`config.mk`:
```
export PLATFORM = sky130hd
export DESIGN_NAME = owire_master
export DESIGN_NICKNAME = d
export VERILOG_FILES = /design/src/rtl/owire_pkg.sv /design/src/rtl/owire_sync.sv /design/src/rtl/owire_timing.sv /design/src/rtl/owire_seq.sv /design/src/rtl/owire_master.sv
export SDC_FILE = /design/constraint.sdc
export NUM_CORES = 1
export LEC_CHECK = 0
export ABC_AREA = 1
export BUFFER_PORTS_ARGS = -buffer_cell sky130_fd_sc_hd__buf_2
export CORE_MARGIN = 4
export CORE_UTILIZATION = 40
export DETAILED_ROUTE_END_ITERATION = 10
export GPL_ROUTABILITY_DRIVEN = 0
export GPL_TIMING_DRIVEN = 0
export PLACE_DENSITY = 0.56
export SKIP_CTS_REPAIR_TIMING = 1
export SLEW_MARGIN = 20
export SYNTH_ARGS = -nofsm -noshare
export SYNTH_HDL_FRONTEND = slang
export SYNTH_HIERARCHICAL = 1
export SYNTH_SLANG_ARGS = --single-unit
```
`constraint.sdc`:
```
create_clock -name clk -period 0.8 [get_ports clk]
set_clock_uncertainty 0.15 [all_clocks]
set_input_delay 0 -clock clk [delete_from_list [all_inputs] [get_ports clk]]
set_output_delay 0 -clock clk [all_outputs]
set_load 0.05 [all_outputs]
```
`src/rtl/owire_pkg.sv`:
```
package owire_pkg;

  localparam int unsigned TM_W = 16;

  typedef enum logic [1:0] {
    CMD_RESET = 2'b00,
    CMD_WRITE = 2'b01,
    CMD_READ  = 2'b10,
    CMD_NONE  = 2'b11
  } cmd_e;

  typedef enum logic [1:0] {
    K_RST = 2'd0,
    K_W1  = 2'd1,
    K_W0  = 2'd2,
    K_RD  = 2'd3
  } kind_e;

  typedef enum logic [2:0] {
    ST_IDLE     = 3'd0,
    ST_START    = 3'd1,
    ST_RST_LOW  = 3'd2,
    ST_RST_HIGH = 3'd3,
    ST_SLOT     = 3'd4
  } state_e;

  // One speed profile, every field in microsecond ticks
  typedef struct packed {
    logic [TM_W-1:0] rst_low;
    logic [TM_W-1:0] rst_high;
    logic [TM_W-1:0] pres_at;
    logic [TM_W-1:0] slot;
    logic [TM_W-1:0] low_one;
    logic [TM_W-1:0] low_zero;
    logic [TM_W-1:0] low_rd;
    logic [TM_W-1:0] samp_rd;
  } tm_t;

  localparam tm_t TM_STD_DEF = '{
    rst_low: 16'd500, rst_high: 16'd480, pres_at: 16'd70, slot: 16'd70,
    low_one: 16'd6, low_zero: 16'd60, low_rd: 16'd2, samp_rd: 16'd12};

  localparam tm_t TM_FAST_DEF = '{
    rst_low: 16'd64, rst_high: 16'd48, pres_at: 16'd9, slot: 16'd10,
    low_one: 16'd1, low_zero: 16'd7, low_rd: 16'd1, samp_rd: 16'd2};

  function automatic int unsigned tm_max(tm_t a, tm_t b);
    int unsigned m;
    m = 1;
    if (int'(a.rst_low)  > m) m = a.rst_low;
    if (int'(a.rst_high) > m) m = a.rst_high;
    if (int'(a.slot)     > m) m = a.slot;
    if (int'(b.rst_low)  > m) m = b.rst_low;
    if (int'(b.rst_high) > m) m = b.rst_high;
    if (int'(b.slot)     > m) m = b.slot;
    return m;
  endfunction

endpackage

```
`src/rtl/owire_sync.sv`:
```
module owire_sync #(
  parameter int   STAGES  = 2,
  parameter logic RST_VAL = 1'b1
) (
  input  logic clk,
  input  logic rst_n,
  input  logic d,
  output logic q
);

  logic [STAGES-1:0] ff;

  generate
    for (genvar g = 0; g < STAGES; g++) begin : g_stage
      if (g == 0) begin : g_first
        always_ff @(posedge clk or negedge rst_n) begin
          if (!rst_n) ff[g] <= RST_VAL;
          else        ff[g] <= d;
        end
      end else begin : g_next
        always_ff @(posedge clk or negedge rst_n) begin
          if (!rst_n) ff[g] <= RST_VAL;
          else        ff[g] <= ff[g-1];
        end
      end
    end
  endgenerate

  assign q = ff[STAGES-1];

endmodule

```
`src/rtl/owire_timing.sv`:
```
module owire_timing
  import owire_pkg::*;
#(
  parameter tm_t TM_STD  = TM_STD_DEF,
  parameter tm_t TM_FAST = TM_FAST_DEF,
  parameter int  CNT_W   = 9
) (
  input  logic             fast,
  input  kind_e            kind,
  output logic [CNT_W-1:0] rst_low_last,
  output logic [CNT_W-1:0] rst_high_last,
  output logic [CNT_W-1:0] pres_last,
  output logic [CNT_W-1:0] slot_last,
  output logic [CNT_W-1:0] low_last,
  output logic [CNT_W-1:0] samp_last
);

  tm_t             sel;
  logic [TM_W-1:0] low_len;

  always_comb begin
    sel = fast ? TM_FAST : TM_STD;
    unique case (kind)
      K_W1:    low_len = sel.low_one;
      K_W0:    low_len = sel.low_zero;
      default: low_len = sel.low_rd;
    endcase
  end

  // Counters run 0..len-1, so each phase compares against len-1
  assign rst_low_last  = CNT_W'(sel.rst_low  - 16'd1);
  assign rst_high_last = CNT_W'(sel.rst_high - 16'd1);
  assign pres_last     = CNT_W'(sel.pres_at  - 16'd1);
  assign slot_last     = CNT_W'(sel.slot     - 16'd1);
  assign low_last      = CNT_W'(low_len      - 16'd1);
  assign samp_last     = CNT_W'(sel.samp_rd  - 16'd1);

endmodule

```
`src/rtl/owire_seq.sv`:
```
module owire_seq
  import owire_pkg::*;
#(
  parameter int CNT_W = 9
) (
  input  logic             clk,
  input  logic             rst_n,
  input  logic             tick_us,
  input  logic             cmd_valid,
  input  logic [1:0]       cmd_code,
  input  logic             cmd_wbit,
  input  logic             fast_mode,
  input  logic             line_s,
  input  logic [CNT_W-1:0] rst_low_last,
  input  logic [CNT_W-1:0] rst_high_last,
  input  logic [CNT_W-1:0] pres_last,
  input  logic [CNT_W-1:0] slot_last,
  input  logic [CNT_W-1:0] low_last,
  input  logic [CNT_W-1:0] samp_last,
  output logic             fast_o,
  output kind_e            kind_o,
  output logic             busy,
  output logic             drive_low,
  output logic             rd_bit,
  output logic             presence
);

  state_e           state_q, state_n;
  logic [CNT_W-1:0] cnt_q, cnt_n;
  logic             drive_q, drive_n;
  logic             fast_q, fast_n;
  kind_e            kind_q, kind_n;
  logic             rd_q, rd_n;
  logic             pres_q, pres_n;
  cmd_e             code;

  assign code = cmd_e'(cmd_code);

  always_comb begin
    state_n = state_q;
    cnt_n   = cnt_q;
    drive_n = drive_q;
    fast_n  = fast_q;
    kind_n  = kind_q;
    rd_n    = rd_q;
    pres_n  = pres_q;
    unique case (state_q)
      ST_IDLE: begin
        if (cmd_valid && (code != CMD_NONE)) begin
          state_n = ST_START;
          fast_n  = fast_mode;
          if (code == CMD_RESET)      kind_n = K_RST;
          else if (code == CMD_READ)  kind_n = K_RD;
          else if (cmd_wbit)          kind_n = K_W1;
          else                        kind_n = K_W0;
        end
      end
      ST_START: begin
        if (tick_us) begin
          drive_n = 1'b1;
          cnt_n   = '0;
          state_n = (kind_q == K_RST) ? ST_RST_LOW : ST_SLOT;
        end
      end
      ST_RST_LOW: begin
        if (tick_us) begin
          if (cnt_q == rst_low_last) begin
            drive_n = 1'b0;
            cnt_n   = '0;
            state_n = ST_RST_HIGH;
          end else begin
            cnt_n = cnt_q + CNT_W'(1);
          end
        end
      end
      ST_RST_HIGH: begin
        if (tick_us) begin
          if (cnt_q == pres_last) pres_n = ~line_s;
          if (cnt_q == rst_high_last) state_n = ST_IDLE;
          else                        cnt_n   = cnt_q + CNT_W'(1);
        end
      end
      ST_SLOT: begin
        if (tick_us) begin
          if (cnt_q == low_last) drive_n = 1'b0;
          if ((kind_q == K_RD) && (cnt_q == samp_last)) rd_n = line_s;
          if (cnt_q == slot_last) begin
            state_n = ST_IDLE;
            drive_n = 1'b0;
          end else begin
            cnt_n = cnt_q + CNT_W'(1);
          end
        end
      end
      default: state_n = ST_IDLE;
    endcase
  end

  always_ff @(posedge clk or negedge rst_n) begin
    if (!rst_n) begin
      state_q <= ST_IDLE;
      cnt_q   <= '0;
      drive_q <= 1'b0;
      fast_q  <= 1'b0;
      kind_q  <= K_RST;
      rd_q    <= 1'b0;
      pres_q  <= 1'b0;
    end else begin
      state_q <= state_n;
      cnt_q   <= cnt_n;
      drive_q <= drive_n;
      fast_q  <= fast_n;
      kind_q  <= kind_n;
      rd_q    <= rd_n;
      pres_q  <= pres_n;
    end
  end

  assign busy      = (state_q != ST_IDLE);
  assign drive_low = drive_q;
  assign rd_bit    = rd_q;
  assign presence  = pres_q;
  assign fast_o    = fast_q;
  assign kind_o    = kind_q;

  // the pull-down is only active inside an operation
  p_drive_in_op_r4: assert property (@(posedge clk) disable iff (!rst_n)
    drive_q |-> (state_q != ST_IDLE));

  // the first low edge is aligned to a tick after the start state
  p_edge_on_tick_r4: assert property (@(posedge clk) disable iff (!rst_n)
    $rose(drive_q) |-> ($past(tick_us) && ($past(state_q) == ST_START)));

  // the unused code leaves the sequencer idle
  p_none_ignored_r2: assert property (@(posedge clk) disable iff (!rst_n)
    ((state_q == ST_IDLE) && cmd_valid && (code == CMD_NONE)) |=> (state_q == ST_IDLE));

  // captured mode holds for the whole operation
  p_mode_held_r9: assert property (@(posedge clk) disable iff (!rst_n)
    ((state_q != ST_IDLE) && ($past(state_q) != ST_IDLE)) |-> $stable(fast_q));

  // presence only moves on a tick in the release phase of a reset
  p_pres_src_r6: assert property (@(posedge clk) disable iff (!rst_n)
    !$stable(pres_q) |-> (($past(state_q) == ST_RST_HIGH) && $past(tick_us)));

  // read bit only moves inside a read slot
  p_rd_src_r8: assert property (@(posedge clk) disable iff (!rst_n)
    !$stable(rd_q) |-> (($past(state_q) == ST_SLOT) && ($past(kind_q) == K_RD)));

  // once past the low phase of a slot the line stays released
  p_slot_release_r7: assert property (@(posedge clk) disable iff (!rst_n)
    ((state_q == ST_SLOT) && (cnt_q > low_last)) |-> !drive_q);

endmodule

```
`src/rtl/owire_master.sv`:
```
module owire_master
  import owire_pkg::*;
#(
  parameter tm_t TM_STD      = TM_STD_DEF,
  parameter tm_t TM_FAST     = TM_FAST_DEF,
  parameter int  SYNC_STAGES = 2
) (
  input  logic       clk,
  input  logic       rst_n,
  input  logic       tick_us,
  input  logic       fast_mode,
  input  logic       cmd_valid,
  input  logic [1:0] cmd_code,
  input  logic       cmd_wbit,
  output logic       busy,
  output logic       rd_bit,
  output logic       presence,
  input  logic       line_in,
  output logic       line_drive_low
);

  localparam int CNT_W = $clog2(tm_max(TM_STD, TM_FAST));

  logic             rst_n_s;
  logic             line_s;
  logic             fast_q;
  kind_e            kind_q;
  logic [CNT_W-1:0] rst_low_last, rst_high_last, pres_last;
  logic [CNT_W-1:0] slot_last, low_last, samp_last;

  owire_sync #(.STAGES(SYNC_STAGES), .RST_VAL(1'b0)) u_rst_sync (
    .clk   (clk),
    .rst_n (rst_n),
    .d     (1'b1),
    .q     (rst_n_s)
  );

  owire_sync #(.STAGES(SYNC_STAGES), .RST_VAL(1'b1)) u_line_sync (
    .clk   (clk),
    .rst_n (rst_n_s),
    .d     (line_in),
    .q     (line_s)
  );

  owire_timing #(.TM_STD(TM_STD), .TM_FAST(TM_FAST), .CNT_W(CNT_W)) u_timing (
    .fast          (fast_q),
    .kind          (kind_q),
    .rst_low_last  (rst_low_last),
    .rst_high_last (rst_high_last),
    .pres_last     (pres_last),
    .slot_last     (slot_last),
    .low_last      (low_last),
    .samp_last     (samp_last)
  );

  owire_seq #(.CNT_W(CNT_W)) u_seq (
    .clk           (clk),
    .rst_n         (rst_n_s),
    .tick_us       (tick_us),
    .cmd_valid     (cmd_valid),
    .cmd_code      (cmd_code),
    .cmd_wbit      (cmd_wbit),
    .fast_mode     (fast_mode),
    .line_s        (line_s),
    .rst_low_last  (rst_low_last),
    .rst_high_last (rst_high_last),
    .pres_last     (pres_last),
    .slot_last     (slot_last),
    .low_last      (low_last),
    .samp_last     (samp_last),
    .fast_o        (fast_q),
    .kind_o        (kind_q),
    .busy          (busy),
    .drive_low     (line_drive_low),
    .rd_bit        (rd_bit),
    .presence      (presence)
  );

endmodule

```
==> metrics.csv, run 1 <==
metric,value,unit
status,finished with violations,
violated checks,"hold timing, setup timing",
Internal Power,4.32,mW
Max Root-Sink Buffers,2,
arrival time at the worst endpoint,1.96,ns
H-tree levels,1,
M1 WL,2700,um
maximum capacitance violations,0,
CTS tree,yes,
largest net degree at the start of global routing,21,
power share of the combinational group,0.689,
"area leader, netlist",dfrtp_1,
Setup TNS Final,-18.84,ns
Worst setup SP type,flip-flop,
vias in the first global route,2026,
sequential fraction of design power,0.208,
final period utilization,2.44,
P per Cell Area,2390,nW/um2
Post-Place Cells,488,
Crit Path Max Fanout,7,
met2 WL post-DR,3220,um
fillcell total,606,
DRC errors left,0,
worst-skew pair later-pin latency,0.26,ns
first-pass GRT wire length,9560,um
fin util,0.533,
met3 WL post-DR,147,um
final hold vios,4,
Initial DRC Count,129,
clk root buf,clkbuf_8,
pre-CTS setup slack,-1.20,ns
row count,28,
# port buffers,12,
# setup viols final,22,
core area,6060,um2
hold slack,-0.118,ns
Initial Utilization,0.421,
Post-Route WL,6080,um
WS Path Type,flip-flop to flip-flop,
share of cells above drive strength 1,0.351,
Max Fclk,512,MHz
Leak Pwr,1.72,nW
register area share after synthesis,0.217,
DIE AREA,7710,um2
Synth area leaders,"dfrtp_1, buf_4, nand2_1, xnor2_1, xor2_1",
Post-synth EDFFs,0,
width of the chip,87.8,um
sw power,3.40,mW
clk sinks,22,
synth warn,6,
CP endpoint kind,flip-flop,
most frequent cells in the layout,"nand2_1, buf_4, inv_1",
VDD IR-drop max,1.79,mV
post-synth cell types,35,
synthesized area,2550,um2
post-DR vias/cell,4.47,
post-route insts no fill,508,
RSZ-0062 raised after global routing,true,
Design Power,7.72,mW
worst setup margin,-1.15,ns
final slew viol count,0,
WL/cell,12.0,um
routed vias,2269,
"Avg Cell Area, Syn",6.80,um2
cells after synthesis,375,
"commonest non-fill, non-tap cell in the layout",nand2_1,
initial antenna violation count,0,
Net Sw Frac,0.440,
Area growth syn-to-layout,26.9,%
HPWL after detailed placement,4270,um
Final ANT Viol Nets,0,
total gr overflow,0,
placed inst area,2830,um2
Top Ports,13,
asr flop ratio synth,1.00,
n_diodes,0,
Yosys top cell area share,0.196,
top sig layer,met4,
Die Y,87.8,um
Required @ worst endpoint,0.81,ns
HP Class,input pin to asynchronous set/reset pin,
final design area excluding fillers,3230,um2
Clock power frac,0.103,
register bit total from synthesis,22,
"Top FF cell, synth",dfrtp_1,
"Reg clk slew, reported paths",0.08,ns
fin crit period,1.95,ns
total global-route track usage,0.159,
CTS Buf Count,3,
Final #Nets,447,
drt pass-1 iters,4,
## synth_stat cells (2+ instances only)
master and count:
dfstp_2 2, inv_2 4, buf_6 8, nor2_2 6, nor2_1 19, nor3_1 4, inv_1 39, nand2_4 3
nand4_1 6, conb_1 3, ha_1 4, xnor2_1 23, dfrtp_1 20, buf_4 51, a21oi_1 3, o21ai_0 13
inv_4 2, nand2_1 102, o21ai_1 5, nand3_1 25, o211ai_1 2, nand2_2 2, xor2_1 17
## cells by family after synthesis
family,count (synthesis),share of synthesized area
and+or+nand+nor,172,0.301
buffers and inverters,105,0.255
xor gates and xnor gates,40,0.137
AOI/OAI and AO/OA,29,0.0648
DFF,22,0.217
adders and majority gates,4,0.0196
other,3,0.00442
## path summary, 6_finish.rpt
check / from / end / slack [ns] / depth (start not counted)
min: rst_n / u_rst_sync/q / -0.12 / 2
max: u_seq/fast_o / u_seq/cnt_q[0] / -1.15 / 11
min in group clk: cmd_code[0] / u_seq/kind_o[1] / -0.12 / 3
max in group asynchronous: u_rst_sync/q / u_line_sync/q / 0.16 / 0
max reg2reg: u_seq/fast_o / u_seq/cnt_q[0] / -1.15 / 11
min reg2reg: u_rst_sync/q / u_seq/state_q[1] / 0.06 / 0
## flip-flops by register name, summed over array words and instances (netlist names)
signal,flops
u_seq/cnt_q,9
u_seq/state_q,3
u_seq/kind_o,2
u_line_sync/ff,1
u_line_sync/q,1
u_rst_sync/ff,1
u_rst_sync/q,1
u_seq/drive_low,1
u_seq/fast_o,1
u_seq/presence,1
u_seq/rd_bit,1
## metal layers
| metal | vias to the layer above | GRT usage |
|---|---|---|
| met5 | - | 0 |
| met4 | 0 | 0.0251 |
| met3 | 2 | 0.0207 |
| met2 | 31 | 0.295 |
| met1 | 1037 | 0.199 |
| li1 | 1199 | - |
## final cells by class
| type | count | area, um2 | area share |
|---|---|---|---|
| multi-input combinational | 274 | 1600 | 0.495 |
| sequential | 22 | 561 | 0.173 |
| buffer | 59 | 492 | 0.152 |
| timing repair buffer | 27 | 231 | 0.0716 |
| inverter | 46 | 190 | 0.0588 |
| tap | 75 | 93.8 | 0.0290 |
| clock buffer | 4 | 55.1 | 0.0170 |
| timing repair inverter | 1 | 8.76 | 0.00271 |
## power by group through the flow
stage               clock network (mW)  logic (mW)  registers [mW]
floorplan                            0        3.40            1.63
global placement                     0        4.02            1.63
detailed placement                   0        4.08            1.63
CTS                              0.842        4.10            1.61
global route                     0.892        5.84            1.66
finish                           0.799        5.32            1.60
## critical path, cell delays in order (launching register included)
cell and delay [ns]:
dfrtp_2 0.52, clkinv_4 0.14, buf_6 0.14, xnor2_2 0.11
nand3_1 0.10, nor2_2 0.19, nand3_1 0.11, inv_2 0.09
nor2_4 0.05, buf_6 0.14, nand3_2 0.06, nand2_1 0.05
No activity file was read; power rests on OpenSTA's default activity.
==> run 2, diff against run 1 <==
--- a/config.mk
+++ b/config.mk
@@ -12,10 +12,9 @@
 export DETAILED_ROUTE_END_ITERATION = 10
 export GPL_ROUTABILITY_DRIVEN = 0
 export GPL_TIMING_DRIVEN = 0
-export PLACE_DENSITY = 0.56
+export PLACE_DENSITY = 0.57
 export SKIP_CTS_REPAIR_TIMING = 1
 export SLEW_MARGIN = 20
 export SYNTH_ARGS = -nofsm -noshare
 export SYNTH_HDL_FRONTEND = slang
-export SYNTH_HIERARCHICAL = 1
 export SYNTH_SLANG_ARGS = --single-unit
==> metrics.csv, run 2 <==
metric,value,unit,change
maximum capacitance violations,0,,unchanged
final design area excluding fillers,2390,um2,was 3230 um2
drt pass-1 iters,4,,unchanged
placed inst area,1920,um2,was 2830 um2
Clock power frac,0.130,,was 0.103
post-DR vias/cell,4.88,,was 4.47
routed vias,1678,,was 2269
arrival time at the worst endpoint,2.15,ns,was 1.96 ns
Top Ports,13,,unchanged
R2R Setup Slk,-1.33,ns,was -1.15 ns
Max Fclk,469,MHz,was 512 MHz
cells after synthesis,256,,was 375
"Reg clk slew, reported paths",0.08,ns,about the same
register bit total from synthesis,22,,unchanged
largest net degree at the start of global routing,21,,unchanged
sw power,3.78,mW,was 3.40 mW
CTS tree,yes,,unchanged
core area,4120,um2,was 6060 um2
width of the chip,74.1,um,was 87.8 um
share of cells above drive strength 1,0.378,,was 0.351
Final #Nets,312,,was 447
RSZ-0062 raised after global routing,true,,unchanged
HP Class,input pin to flip-flop,,was input pin to asynchronous set/reset pin
Net Sw Frac,0.464,,was 0.440
max FFs per register,9,,unchanged
# setup viols final,22,,unchanged
Max Root-Sink Buffers,2,,unchanged
CP endpoint kind,flip-flop,,unchanged
worst setup margin,-1.33,ns,was -1.15 ns
most frequent cells in the layout,"nand2_1, inv_1, nand3_1",,"was nand2_1, buf_4, inv_1"
status,finished with violations,,unchanged
"count leader, synth",nand2_1,,unchanged
final period utilization,2.66,,was 2.44
clk root buf,clkbuf_8,,unchanged
Initial DRC Count,105,,was 129
hold slack,-0.152,ns,was -0.118 ns
synth warn,0,,was 6
HPWL after detailed placement,2940,um,was 4270 um
"Top FF cell, synth",dfrtp_1,,unchanged
WL/cell,12.5,um,was 12.0 um
violated checks,"hold timing, setup timing",,unchanged
top post-synthesis cells by count,"nand2_1, inv_1, nand3_1",,"was nand2_1, buf_4, inv_1"
Post-Syn Nets,273,,
initial antenna violation count,0,,unchanged
Design Power,8.14,mW,was 7.72 mW
power share of the combinational group,0.663,,was 0.689
Crit Path Max Fanout,3,,was 7
post-synth cell types,32,,was 35
Die Y,74.1,um,was 87.8 um
row count,23,,was 28
DIE AREA,5490,um2,was 7710 um2
"Avg Cell Area, Syn",6.82,um2,was 6.80 um2
Post-synth EDFFs,0,,unchanged
VDD IR-drop max,1.96,mV,was 1.79 mV
# port buffers,12,,unchanged
Post-Route WL,4280,um,was 6080 um
worst-skew pair later-pin latency,0.27,ns,was 0.26 ns
total gr overflow,0,,unchanged
Setup TNS Final,-18.85,ns,was -18.84 ns
total global-route track usage,0.155,,was 0.159
Initial Utilization,0.424,,was 0.421
final hold vios,5,,was 4
first-pass GRT wire length,6610,um,was 9560 um
Leak Pwr,1.19,nW,was 1.72 nW
Area growth syn-to-layout,36.8,%,was 26.9%
sequential fraction of design power,0.207,,was 0.208
P per Cell Area,3410,nW/um2,was 2390 nW/um2
Worst setup SP type,flip-flop,,unchanged
Required @ worst endpoint,0.82,ns,was 0.81 ns
synthesized area,1750,um2,was 2550 um2
Internal Power,4.36,mW,was 4.32 mW
Synth area leaders,"dfrtp_1, nand2_1, nand3_1, inv_1, ha_1",,"was dfrtp_1, buf_4, nand2_1, xnor2_1, xor2_1"
n_diodes,0,,unchanged
clk sinks,22,,unchanged
fin util,0.581,,was 0.533
CTS Buf Count,3,,unchanged
H-tree levels,1,,unchanged
WS Path Type,flip-flop to flip-flop,,unchanged
"commonest non-fill, non-tap cell in the layout",nand2_1,,unchanged
final slew viol count,0,,unchanged
fin crit period,2.13,ns,was 1.95 ns
DRC errors left,0,,unchanged
Biggest register,u_seq.cnt_q,,was u_seq/cnt_q
"area leader, netlist",dfrtp_1,,unchanged
register area share after synthesis,0.317,,was 0.217
vias in the first global route,1405,,was 2026
asr flop ratio synth,1.00,,unchanged
Final ANT Viol Nets,0,,unchanged
Yosys top cell area share,0.287,,was 0.196
==> run 2: cell count changes in the layout (fill, tap and decap cells not counted), moves of 5 or more <==
cell     change
nand2_1     -14
nand2_2      +6
nor2_4       +6
conb_1      -28
buf_4       -39
buf_6        -9
xor2_1      -13
xnor2_1     -18
nand2_4      -5
inv_1        -9
o21ai_1      -5
nor2_2       -7
==> run 2: logic make-up (layout without fill, tap and decap cells) <==
| kind of cell | Yosys count | count (layout) | synth area share |
|---|---|---|---|
| and+or+nand+nor | 155 | 156 | 0.400 |
| buffers and inverters | 40 | 77 | 0.0974 |
| AOI/OAI and AO/OA | 22 | 22 | 0.0817 |
| DFF | 22 | 22 | 0.317 |
| adders and majority gates | 8 | 8 | 0.0573 |
| xor gates and xnor gates | 7 | 7 | 0.0394 |
| other | 1 | 1 | 0.00215 |
| muxes | 1 | 1 | 0.00573 |
==> run 2: per-layer routing <==
layer,track usage,wire length (um)
met2,0.230,1890
met1,0.234,2240
met3,0.0243,124
met5,0,0
met4,0.0423,30
==> run 2: path summary, 6_finish.rpt <==
check | from | to | cells past startpoint
max in group asynchronous | u_rst_sync.q | u_line_sync.q | 0
max | u_seq.kind_o[1] | u_seq.drive_low | 14
min reg2reg | u_rst_sync.q | u_seq.cnt_q[4] | 0
min | cmd_wbit | u_seq.kind_o[0] | 3
min in group asynchronous | rst_n | u_rst_sync.q | 2
max reg2reg | u_seq.kind_o[1] | u_seq.drive_low | 14
==> run 2: power groups by stage <==
stage	sequential [mW]	combinational (mW)	clock [mW]
CTS	1.67	3.80	1.09
global placement	1.69	3.75	0
global route	1.73	5.88	1.16
floorplan	1.79	2.90	0
detailed placement	1.69	3.78	0
finish	1.69	5.40	1.06
==> run 2: final cells by class <==
cell class / instances / area (um2)
Sequential cell: 22 / 566
Inverter: 34 / 135
Fill cell: 387 / 1730
Clock buffer: 3 / 41.3
Buffer: 5 / 52.6
Clock inverter: 1 / 30.0
Multi-Input combinational cell: 195 / 1220
Tap cell: 50 / 62.6
Timing Repair Buffer: 34 / 282
==> run 2: critical path: stages (launching register included) <==
cell and delay (ns):
dfrtp_1 0.43, inv_2 0.13, ha_4 0.15, nand2_4 0.05
nand2_2 0.09, a21oi_2 0.05, ha_1 0.29, buf_4 0.11
nor2_1 0.03, nor3_1 0.17, nand3_1 0.12, nand2_1 0.10
nand2_1 0.05, nand2_1 0.05, nand2_1 0.05
==> run 2: per-stage QoR <==
step | std cells | worst slack [ns]
CTS | 322 | -1.38
global placement | 318 | -1.36
global route | 344 | -1.46
detailed placement | 318 | -1.36
finish | 344 | -1.33
floorplan | 256 | -1.18
